[config.mk]
export PLATFORM = sky130hd
export DESIGN_NAME = led_pattern_expander
export DESIGN_NICKNAME = d
export VERILOG_FILES = /design/src/rtl/led_pat_pkg.sv /design/src/rtl/led_bit_encoder.sv /design/src/rtl/led_symbol_shifter.sv /design/src/rtl/led_latch_timer.sv /design/src/rtl/led_pattern_expander.sv
export SDC_FILE = /design/constraint.sdc
export NUM_CORES = 1
export LEC_CHECK = 0
export ABC_AREA = 1
export BUFFER_PORTS_ARGS = -buffer_cell sky130_fd_sc_hd__buf_2
export CORE_AREA = 5 5 87 89
export CTS_CLUSTER_SIZE = 8
export DETAILED_ROUTE_END_ITERATION = 12
export DIE_AREA = 0 0 92 94
export HOLD_SLACK_MARGIN = 0.06
export MAX_ROUTING_LAYER = met4
export RECOVER_POWER = 50
export SLEW_MARGIN = 20
export SYNTH_ARGS = -nofsm -noshare
export SYNTH_HDL_FRONTEND = slang
export SYNTH_HIERARCHICAL = 1
export SYNTH_SLANG_ARGS = --single-unit
[constraint.sdc]
create_clock -name clk -period 5.65 [get_ports clk]
set_input_delay 0.8475 -clock clk [delete_from_list [all_inputs] [get_ports clk]]
set_output_delay 0.8475 -clock clk [all_outputs]
set_load 0.01 [all_outputs]
[src/rtl/led_pat_pkg.sv]
package led_pat_pkg;
    localparam int SYM_PER_BIT = 4;
    localparam logic [SYM_PER_BIT-1:0] GROUP_ONE  = 4'b1110;
    localparam logic [SYM_PER_BIT-1:0] GROUP_ZERO = 4'b1000;
endpackage

[src/rtl/led_bit_encoder.sv]
module led_bit_encoder
    import led_pat_pkg::*;
#(
    parameter int DATA_W = 8,
    localparam int PAT_W = DATA_W * SYM_PER_BIT
) (
    input  logic [DATA_W-1:0] data,
    output logic [PAT_W-1:0]  pattern
);
    // Data bit i fills nibble i, so the MSB lands on the top nibble and leaves first.
    for (genvar i = 0; i < DATA_W; i++) begin : g_bit
        assign pattern[i*SYM_PER_BIT +: SYM_PER_BIT] = data[i] ? GROUP_ONE : GROUP_ZERO;
    end
endmodule

[src/rtl/led_symbol_shifter.sv]
module led_symbol_shifter #(
    parameter int PAT_W = 32,
    localparam int CNT_W = $clog2(PAT_W + 1)
) (
    input  logic             clk,
    input  logic             rst,
    input  logic             sym_tick,
    input  logic             load,
    input  logic [PAT_W-1:0] load_pat,
    output logic             line,
    output logic             empty,
    output logic             ending
);
    typedef struct packed {
        logic [PAT_W-1:0] pat;
        logic [CNT_W-1:0] cnt;
        logic             line;
    } shift_state_t;

    localparam logic [CNT_W-1:0] FULL_CNT = CNT_W'(PAT_W);

    shift_state_t s_d, s_q;

    always_comb begin
        s_d = s_q;
        if (sym_tick) begin
            if (s_q.cnt != '0) begin
                s_d.line = s_q.pat[PAT_W-1];
                s_d.pat  = {s_q.pat[PAT_W-2:0], 1'b0};
                s_d.cnt  = s_q.cnt - 1'b1;
            end else begin
                s_d.line = 1'b0;
            end
        end
        if (load) begin
            s_d.pat = load_pat;
            s_d.cnt = FULL_CNT;
        end
    end

    always_ff @(posedge clk) begin
        if (rst) begin
            s_q <= '0;
        end else begin
            s_q <= s_d;
        end
    end

    assign line   = s_q.line;
    assign empty  = (s_q.cnt == '0);
    assign ending = sym_tick && (s_q.cnt == CNT_W'(1));

    // The first symbol of every group is high.
    assert_group_start_high_R1: assert property (@(posedge clk) disable iff (rst)
        (sym_tick && s_q.cnt != '0 && s_q.cnt[1:0] == 2'd0) |=> s_q.line);
    // The last symbol of every group is low.
    assert_group_end_low_R1: assert property (@(posedge clk) disable iff (rst)
        (sym_tick && s_q.cnt[1:0] == 2'd1) |=> !s_q.line);
    assert_line_moves_on_tick_R3: assert property (@(posedge clk) disable iff (rst)
        !sym_tick |=> $stable(s_q.line));
    assert_idle_low_R5: assert property (@(posedge clk) disable iff (rst)
        (sym_tick && s_q.cnt == '0) |=> !s_q.line);
    assert_load_when_free_R4: assert property (@(posedge clk) disable iff (rst)
        load |-> (s_q.cnt == '0 || (sym_tick && s_q.cnt == CNT_W'(1))));
    assert_load_fills_R2: assert property (@(posedge clk) disable iff (rst)
        load |=> s_q.cnt == FULL_CNT);
endmodule

[src/rtl/led_latch_timer.sv]
module led_latch_timer #(
    parameter int LATCH_TICKS = 150,
    localparam int HOLD_W = $clog2(LATCH_TICKS + 1)
) (
    input  logic clk,
    input  logic rst,
    input  logic sym_tick,
    input  logic start,
    output logic active
);
    typedef struct packed {
        logic              active;
        logic [HOLD_W-1:0] left;
    } hold_state_t;

    hold_state_t h_d, h_q;

    always_comb begin
        h_d = h_q;
        if (start) begin
            h_d.active = 1'b1;
            h_d.left   = HOLD_W'(LATCH_TICKS);
        end else if (h_q.active && sym_tick) begin
            if (h_q.left == HOLD_W'(1)) begin
                h_d.active = 1'b0;
                h_d.left   = '0;
            end else begin
                h_d.left = h_q.left - 1'b1;
            end
        end
    end

    always_ff @(posedge clk) begin
        if (rst) begin
            h_q <= '0;
        end else begin
            h_q <= h_d;
        end
    end

    assign active = h_q.active;

    assert_start_from_idle_R6: assert property (@(posedge clk) disable iff (rst)
        start |-> !h_q.active);
    assert_hold_count_live_R6: assert property (@(posedge clk) disable iff (rst)
        h_q.active |-> (h_q.left != '0));
    assert_hold_waits_tick_R7: assert property (@(posedge clk) disable iff (rst)
        (h_q.active && !sym_tick) |=> (h_q.active && $stable(h_q.left)));
endmodule

[src/rtl/led_pattern_expander.sv]
module led_pattern_expander
    import led_pat_pkg::*;
#(
    parameter int DATA_W      = 8,
    parameter int LATCH_TICKS = 150,
    localparam int PAT_W      = DATA_W * SYM_PER_BIT
) (
    input  logic              clk,
    input  logic              rst,
    input  logic              sym_tick,
    input  logic              in_valid,
    output logic              in_ready,
    input  logic [DATA_W-1:0] in_data,
    input  logic              in_last,
    output logic              line_out,
    output logic              busy
);
    typedef struct packed {
        logic pend_last;
    } ctl_state_t;

    ctl_state_t c_d, c_q;

    logic [PAT_W-1:0] enc_pat;
    logic             sh_empty;
    logic             sh_ending;
    logic             hold_active;
    logic             accept;
    logic             frame_ending;

    led_bit_encoder #(.DATA_W(DATA_W)) u_enc (
        .data    (in_data),
        .pattern (enc_pat)
    );

    led_symbol_shifter #(.PAT_W(PAT_W)) u_shift (
        .clk      (clk),
        .rst      (rst),
        .sym_tick (sym_tick),
        .load     (accept),
        .load_pat (enc_pat),
        .line     (line_out),
        .empty    (sh_empty),
        .ending   (sh_ending)
    );

    led_latch_timer #(.LATCH_TICKS(LATCH_TICKS)) u_hold (
        .clk      (clk),
        .rst      (rst),
        .sym_tick (sym_tick),
        .start    (frame_ending),
        .active   (hold_active)
    );

    assign frame_ending = sh_ending && c_q.pend_last;
    assign in_ready     = !hold_active && (sh_empty || (sh_ending && !c_q.pend_last));
    assign accept       = in_valid && in_ready;
    assign busy         = !sh_empty || hold_active;

    always_comb begin
        c_d = c_q;
        if (accept) begin
            c_d.pend_last = in_last;
        end else if (frame_ending) begin
            c_d.pend_last = 1'b0;
        end
    end

    always_ff @(posedge clk) begin
        if (rst) begin
            c_q <= '0;
        end else begin
            c_q <= c_d;
        end
    end

    assert_no_ready_in_hold_R6: assert property (@(posedge clk) disable iff (rst)
        hold_active |-> !in_ready);
    assert_hold_follows_last_R6: assert property (@(posedge clk) disable iff (rst)
        frame_ending |=> (busy && !in_ready && hold_active));
    assert_busy_level_R10: assert property (@(posedge clk) disable iff (rst)
        (!busy) |-> (in_ready && !hold_active));
    assert_reset_state_R8: assert property (@(posedge clk)
        rst |=> (!line_out && !busy && in_ready));
endmodule

## Word level (Yosys, flattened, before mapping)

Cells that the tools add are included.
W data, S select, Z words.

| storage, ports and cells | value |
|---|---|
| word-level logic and storage cells | 53 |
| flip-flop bits (word level) | 49 |
| output and inout port bits | 3 |

| operators by class | value |
|---|---|
| equal/unequal tests | 2 |
| multiplexer cells | 18 |
| reduce and logical (&&, ||, !) cells | 23 |
| add/subtract/negate cells | 2 |

Operator list:

| kind | number |
|---|---|
| $mux W38 | 2 |
| $mux W39 | 1 |
| $mux W3 | 8 |
| $mux W9 | 2 |
| $reduce_bool A2 Y1 | 5 |
| $eq A8 B1 Y1 const B | 1 |
| $mux W8 | 1 |
| $sub A8 B1 Y8 const B | 1 |
| $eq A6 B1 Y1 const B | 1 |
| $logic_and A1 B1 Y1 | 6 |
| $logic_not A6 Y1 | 1 |
| $reduce_and A2 Y1 | 3 |
| $reduce_bool A6 Y1 | 1 |
| $sub A6 B1 Y6 const B | 1 |
| $mux W1 | 4 |
| $reduce_or A2 Y1 | 2 |
| $logic_not A1 Y1 | 3 |
| $logic_or A1 B1 Y1 | 2 |

## Depth between registers and ports, before layout

Gate-level depths: netlist (run 1).

| logic depth | value |
|---|---|
| word-level depth | 8 |
| mapped depth | 17 |

## Hierarchy

Netlist (run 1), hierarchy kept.

By module, submodules not included:

| module | cells each | seq. area each (um^2) | times used | area an instance (um^2) |
|---|---|---|---|---|
| led_symbol_shifter | 278 | 780.7 | 1 | 1995.7 |
| led_latch_timer | 68 | 180.2 | 1 | 539.3 |
| led_bit_encoder | 34 | 0.0 | 1 | 247.7 |
| led_pattern_expander | 20 | 20.0 | 1 | 106.4 |

## Least setup slack after synthesis (run 1)

Ideal clock, no wire load.

| path | value |
|---|---|
| path type | in2out |
| start point | in sym_tick |
| end point | out in_ready |
| arrival | 1.973 ns |
| stages | 6 |
| setup slack | 2.830 ns |
| cells stage by stage | buf_2 -> clkbuf_1 -> nand3_1 -> nor3_1 -> nand2_1 -> o21ai_0 |

| between the ends | value |
|---|---|
| longest elaborated chain between the ends | 4 |

Ends and longest elaborated chain:

| element | line | RTL |
|---|---|---|
| start, declared | led_pattern_expander.sv:10 | `input logic sym_tick,` |
| $logic_and A1 B1 Y1 | led_symbol_shifter.sv:51 | `assign ending = sym_tick && (s_q.cnt == CNT_W'(1));` |
| named net sh_ending | led_pattern_expander.sv:26 | `logic sh_ending;` |
| $logic_and A1 B1 Y1 | led_pattern_expander.sv:56 | `assign in_ready = !hold_active && (sh_empty \|\| (sh_ending && !c_q.pend_last));` |
| $logic_or A1 B1 Y1 | led_pattern_expander.sv:56 |  |
| $logic_and A1 B1 Y1 | led_pattern_expander.sv:56 |  |
| end, declared | led_pattern_expander.sv:12 | `output logic in_ready,` |

The timed path passes the listed nets, and every way through them passes these cells.

## Worst setup path in the final report (run 1)

| path | value |
|---|---|
| start point | in sym_tick |
| end point | reg u_shift/s_q[15] (netlist bit) |

| between the ends | value |
|---|---|
| longest elaborated chain between the ends | 7 |

Ends and longest elaborated chain:

| element | line | RTL |
|---|---|---|
| $logic_and A1 B1 Y1 (*) | led_symbol_shifter.sv:51 |  |
| named net sh_ending | led_pattern_expander.sv:26 |  |
| $logic_and A1 B1 Y1 (*) | led_pattern_expander.sv:56 |  |
| $logic_or A1 B1 Y1 (*) | led_pattern_expander.sv:56 |  |
| $logic_and A1 B1 Y1 (*) | led_pattern_expander.sv:56 |  |
| $logic_and A1 B1 Y1 (*) | led_pattern_expander.sv:57 | `assign accept = in_valid && in_ready;` |
| named net accept | led_pattern_expander.sv:28 | `logic accept;` |
| $reduce_bool A2 Y1 (no line) | n/a |  |
| $reduce_and A2 Y1 (no line) | n/a |  |
| end signal, assigned | led_symbol_shifter.sv:43 | `s_q <= '0;` |
| end signal, assigned | led_symbol_shifter.sv:45 | `s_q <= s_d;` |
| end, declared | led_symbol_shifter.sv:22 | `shift_state_t s_d, s_q;` |

The timed path passes the listed nets; every way through them passes the cells marked *.
A chain may end at the register's enable or synchronous reset.

==> flow_metrics.py, run 1 <==
metrics = {
    "logic_synthesis": {
        "synthCells": 400,
        "synth_area_leaders": "dfxtp_1, nand2_1, buf_4",
        "synth_top_area_share_pct": 34.0,
        "yosys_most_used_dff": "dfxtp_1",
        "synth_edf_count": 0,
        "yosysMostFrequentCell": "nand2_1",
        "seq_area_frac_synth_pct": 34.0,
        "synth_top_cell_by_area": "dfxtp_1",
        "synth_area_sq_um": 2890,
        "synth_commonest_cells": "nand2_1, dfxtp_1, nand3_1",
        "async_flop_share_pct": 0,
        "avgSynthCellArea_sq_um": 7.22,
        "ys_ff_latch": 49,
        "yosys_warnings": 6,
        "synth.distinct_cells": 34,
    },
    "detailed_routing": {
        "drc": 0,
        "first_iter_violations": 229,
        "drtAntennaViolNets": 0,
        "wl_um": 5230,
        "dr.pass1.iters": 5,
        "wl_per_cell_um": 11.3,
        "via_per_inst": 4.94,
        "num_vias": 2283,
    },
    "placement": {
        "dpl.hpwl_um": 3210,
        "numPortBuffers": 15,
        "dp_worst_setup_slack_ns": 2.12,
        "finalWeightedCongestion": 0.836,
    },
    "setup_path": {
        "timing.critical_path.max_delay_family": "buffers and inverters",
        "cp_slowest_cell": "clkbuf_1",
        "critPathKind": "primary input to flip-flop",
        "worstPathCellList": "clkbuf_1 > nand3_1 > nor3_1 > nand2_1 > nand2_1 > nand3_1 > inv_1 > buf_4 > inv_2 > nand2_4 > nand3_1 > nand2_1 > nor2_1",
        "crit_path_max_incr_delay_ns": 1.04,
        "setup.worst_path.start_class": "primary input",
        "cp_num_buf_inv": 4,
        "r2r_setup_slack_ns": 2.12,
        "worstSetupEndpointType": "flip-flop",
        "arrival_ns": 3.97,
        "required_ns": 5.81,
        "cp_max_fo": 57,
    },
    "die": {
        "core_area_sq_um": 6680,
        "start_util_pct": 43.2,
        "fp.dieW_um": 92,
        "die-area_sq_um": 8650,
        "io_pins": 16,
        "rows": 30,
        "dieHeight_um": 94,
    },
    "power": {
        "p_leak_nw": 1.09,
        "peakVddDrop_mv": 0.180,
        "power.density_nw_per_um2": 507,
    },
    "global_route": {
        "grtUsageTotal_pct": 12.8,
        "grt_pass1_vias": 2038,
        "gr-total-overflow": 0,
        "grt_max_degree": 58,
        "antenna_found_initial": 0,
        "grt_first_pass_wirelength_um": 8970,
    },
    "clock_network": {
        "ctsHtreeMaxLevel": 2,
        "cts_root_buf": "clkbuf_8",
        "postCtsHoldBufs": 0,
        "numClockSinks": 49,
        "cts_tree": "yes",
        "numCtsBuffers": 5,
        "clkTransAtPathRegs_ns": 0.09,
        "clockBufferDepth": 2,
        "cts_repair_resize_count": 0,
        "worstSkewPairLatency_ns": 0.30,
        "cts_setup_buffers": 0,
    },
    "sta": {
        "hold_viol": 0,
        "slew_headroom_pct": 2.08,
        "tightest_slew_ns": 1.47,
        "finalMaxSlewViolations": 0,
        "fmax_ghz": 0.263,
        "tns_ns": 0,
        "fin_worst_skew_ns": 0.00883,
        "setup_slack_ns": 1.85,
        "finalCritPeriodShare_pct": 67.3,
        "setup_viol": 0,
        "post-route-min-period_ns": 3.80,
        "rsz0062_at_grt": "no",
    },
    "layout": {
        "nFillCells": 745,
        "final_util_pct": 41.8,
        "drive_gt1_share_pct": 9.42,
        "antenna_cells": 0,
        "multi_input_area_sq_um": 1430,
        "seq_area_sq_um": 981,
        "nNetsFinal": 398,
        "syn2layout_area_growth_pct": -3.38,
    },
    "run": {
        "drv_cap": 0,
    },
    "run_status": {
        "outcome": "complete, no violations",
    },
    "min_path": {
        "hold_class": "flip-flop to flip-flop",
    },
}
cells by family after synthesis:
kind of cell               after synthesis  share of synthesized area, %
adders and majority gates                4                          1.73
DFF                                     49                          34.0
buffers and inverters                   88                          17.1
AOI/OAI and AO/OA                       47                          9.87
and+or+nand+nor                        208                          36.5
xor gates and xnor gates                 2                         0.606
other                                    2                         0.260
per-layer routing:
layer,track usage [%],up-vias,share of wire [%]
li1,-,1220,-
met1,16.8,1015,51
met2,20.0,42,43
met3,2.72,6,4.6
met4,3.84,0,0.92
met5,-,-,0
worst reg2reg max path: stages, from the launching register on:
cell and delay [ns]:
dfxtp_1 0.34, inv_1 0.09, ha_1 0.25, nand3_1 0.79, inv_1 0.14, inv_1 0.10
nand2_1 0.07, nand3_1 0.09, inv_1 0.04, buf_4 0.24, inv_2 0.71, nand2_4 0.17
or2_1 0.28, nand2_1 0.06, nor2_1 0.04
final timing paths:
kind | to | cells past startpoint | start
setup reg to reg | u_shift/s_q[15] | 14 | u_shift/s_q[1]
setup / recovery | u_shift/s_q[15] | 13 | sym_tick
hold reg to reg | u_shift/line | 2 | u_shift/line
hold / removal | u_shift/line | 2 | u_shift/line
layout by cell type, fill, tap and decap left out, drive strengths merged, types with 7 or more instances in the layout:
master,netlist,final
a21oi,12,12
a31oi,26,26
buf,47,13
clkbuf,9,9
conb,2,16
dfxtp,49,49
inv,32,32
nand2,96,96
nand3,43,43
nand3b,23,23
nor2,31,31
o21ai,7,7
metrics by stage:
stage / hold slack [ns] / cell area [sq um] / cells / power (mW)
after floorplan: 0.440 / 2940 / 414 / 1.17
after global placement: 0.455 / 2750 / 454 / 1.23
after detailed placement: 0.476 / 2750 / 454 / 1.24
after CTS: 0.491 / 2830 / 462 / 1.45
after global routing: 0.508 / 2790 / 462 / 1.56
final: 0.485 / 2790 / 462 / 1.42
final cells by class:
type / count / share of cell area, %
Multi-Input combinational cell: 277 / 51.2
Sequential cell: 49 / 35.1
Inverter: 32 / 4.30
Tap cell: 80 / 3.59
Timing Repair Buffer: 16 / 2.82
Clock buffer: 6 / 2.60
Clock inverter: 2 / 0.359
flip-flops by register name, indices dropped and copies added, names as in the netlist:
signal and cells:
c_q 1, u_hold/active 1, u_hold/h_q 8, u_shift/line 1
u_shift/s_q 38
where the power goes:
group	internal, mW	switching (mW)
Clock	0.0862	0.117
Combinational	0.222	0.490
Sequential	0.445	0.0554
Total	0.753	0.663
Power figures use the tool's default switching activity.
==> run 2, diff against run 1 <==
- ABC_AREA: 1 -> 0
- CORE_AREA: 5 5 87 89 -> 5 5 88 90
- DIE_AREA: 0 0 92 94 -> 0 0 93 95
- clock period: 5.65 -> 3.9 ns (I/O delays scaled with it)
==> run 2 against run 1 <==
The flow now finishes with violations (capacitance limit, slew limit). First-iteration DRC count is 25% lower. Critical path type is now flip-flop to flip-flop. Global-route usage rose by 1.5 points. Sequential cell count did not move. Routed wire length rose by 13%. Cell count down 9.3%. Sequential share of layout area decreased by 2.4 points. Synthesized cell count down 11%. Clock power increased by 110%. Design area rose by 7.4%. Sequential power up 53%. Hold slack got worse by 0.027 ns.
==> flow_metrics.py, run 2 <==
metrics = {
    "setup_path": {
        "critPathKind": "flip-flop to flip-flop",
        "cp_max_fo": 36,
        "r2r_setup_slack_ns": 0.61,
        "setup.worst_path.start_class": "flip-flop",
        "arrival_ns": 3.53,
        "required_ns": 4.14,
        "worstSetupEndpointType": "flip-flop",
    },
    "global_route": {
        "grt_pass1_vias": 2149,
        "antenna_found_initial": 0,
        "grt_first_pass_wirelength_um": 10100,
        "grt_max_degree": 52,
        "grtUsageTotal_pct": 14.3,
        "gr-total-overflow": 0,
    },
    "die": {
        "core_area_sq_um": 6980,
        "rows": 31,
        "dieHeight_um": 95,
        "io_pins": 16,
        "die-area_sq_um": 8840,
        "fp.dieW_um": 93,
        "start_util_pct": 42.7,
    },
    "power": {
        "peakVddDrop_mv": 0.400,
        "power.density_nw_per_um2": 851,
        "p_leak_nw": 1.22,
    },
    "logic_synthesis": {
        "seq_area_frac_synth_pct": 32.9,
        "avgSynthCellArea_sq_um": 8.36,
        "synth.distinct_cells": 49,
        "yosys_most_used_dff": "dfxtp_1",
        "synthCells": 356,
        "yosysMostFrequentCell": "nor3_1",
        "synth_edf_count": 0,
        "synth_top_area_share_pct": 32.9,
        "async_flop_share_pct": 0,
        "synth_area_sq_um": 2980,
        "synth_commonest_cells": "nor3_1, dfxtp_1, buf_4",
        "yosys_warnings": 6,
        "ys_ff_latch": 49,
        "synth_area_leaders": "dfxtp_1, nor3_1, buf_4",
        "synth_top_cell_by_area": "dfxtp_1",
    },
    "layout": {
        "syn2layout_area_growth_pct": 0.672,
        "final_util_pct": 42.9,
        "nFillCells": 705,
        "multi_input_area_sq_um": 1640,
        "largest_register_ffs": 38,
        "fin_cells": 419,
        "layout_commonest_cell": "nor3_1",
        "drive_gt1_share_pct": 8.31,
        "largest_register": "u_shift/s_q",
        "top_regs": "u_shift/s_q (38), u_hold/h_q (8)",
        "nNetsFinal": 353,
        "antenna_cells": 0,
        "final_cell_mix": "nor3_1, dfxtp_1, nor2b_1",
        "seq_area_sq_um": 981,
    },
    "detailed_routing": {
        "first_iter_violations": 172,
        "drc": 0,
        "num_vias": 2376,
        "wl_um": 5910,
        "drtAntennaViolNets": 0,
        "wl_per_cell_um": 14.1,
        "dr.pass1.iters": 4,
        "via_per_inst": 5.67,
    },
    "run": {
        "drv_cap": 1,
    },
    "clock_network": {
        "numClockSinks": 49,
        "worstSkewPairLatency_ns": 0.30,
        "clkTransAtPathRegs_ns": 0.09,
        "ctsHtreeMaxLevel": 2,
        "numCtsBuffers": 5,
        "cts_setup_buffers": 0,
        "clockBufferDepth": 2,
        "cts_tree": "yes",
        "cts_repair_resize_count": 0,
        "postCtsHoldBufs": 0,
        "cts_root_buf": "clkbuf_8",
    },
    "sta": {
        "tns_ns": 0,
        "fmax_ghz": 0.304,
        "post-route-min-period_ns": 3.29,
        "setup_viol": 0,
        "slew_headroom_pct": -31.2,
        "rsz0062_at_grt": "no",
        "finalCritPeriodShare_pct": 84.3,
        "hold_viol": 0,
        "tightest_slew_ns": 1.97,
        "holdWs_ns": 0.457,
        "fin_worst_skew_ns": 0.00845,
        "setup_slack_ns": 0.611,
        "finalMaxSlewViolations": 46,
    },
    "run_status": {
        "outcome": "finished, violations left",
        "violations": "capacitance limit, slew limit",
    },
    "placement": {
        "finalWeightedCongestion": 0.804,
        "dp_worst_setup_slack_ns": 0.767,
        "numPortBuffers": 15,
        "dp.cells": 411,
        "dpl.hpwl_um": 3650,
    },
    "min_path": {
        "hold_class": "flip-flop to flip-flop",
    },
}
==> run 2: cell count changes after synthesis, sizes merged, moves of 16 or more <==
cell	previous run	this run
or4	0	18
nor2	31	8
nand3	43	2
nor3	3	65
nor2b	0	33
o211a	0	16
nand2	96	11
a31oi	26	2
inv	32	10
nand3b	23	3
==> run 2: power by group <==
group	leakage (nW)	switching, mW	internal [mW]
Sequential	0.402	0.115	0.650
Combinational	0.750	0.775	0.588
Clock	0.0681	0.169	0.255
Total	1.22	1.06	1.49
==> run 2: worst max-delay path, cell delays in order, from the launching register on <==
cell and delay (ns):
dfxtp_1 0.35, or4_1 0.81, nor2_1 0.31, a21oi_1 0.14, nor2b_4 0.58, a211o_1 0.18, clkbuf_2 0.53, o221a_1 0.31
==> run 2: cell type report <==
class,instances,share of cell area (%)
multi-input cells,251,54.6
inverters,10,1.25
clock inverters,3,2.17
flip-flops and latches,49,32.7
well taps,82,3.42
repair buffers,19,3.55
clock buffers,5,2.30
==> run 2: final timing paths <==
| check | start | to | cells past startpoint |
|---|---|---|---|
| min | u_shift/line | u_shift/line | 2 |
| max reg2reg | u_shift/s_q[6] | u_shift/s_q[20] | 7 |
| max | u_shift/s_q[6] | u_shift/s_q[20] | 7 |
| min reg2reg | u_shift/line | u_shift/line | 2 |
==> run 2: per-layer routing <==
metal / share of wire (%) / GRT usage, % / vias to the layer above
met4: 0.52 / 3.66 / 0
met5: 0 / - / -
li1: - / - / 1229
met1: 52 / 18.6 / 1107
met2: 44 / 22.9 / 38
met3: 3.4 / 2.79 / 2
==> run 2: cell families (layout without fill, tap and decap cells) <==
logic type / count (synthesis) / in the layout / share of synthesized area, %
multiplexers: 2 / 2 / 0.672
buffers and inverters: 70 / 37 / 14.1
flip-flops: 49 / 49 / 32.9
other: 2 / 16 / 0.252
AND/OR/NAND/NOR: 160 / 160 / 30.5
adder cells (fa/ha/maj): 4 / 4 / 1.68
AO/OA/AOI/OAI: 69 / 69 / 19.9
==> run 2: stage by stage <==
stage                     area [sq um]  power [mW]
after floorplan                   3030        1.96
after global routing              3000        2.76
after CTS                         3010        2.57
after global placement            2880        2.12
final                             3000        2.55
after detailed placement          2880        2.14
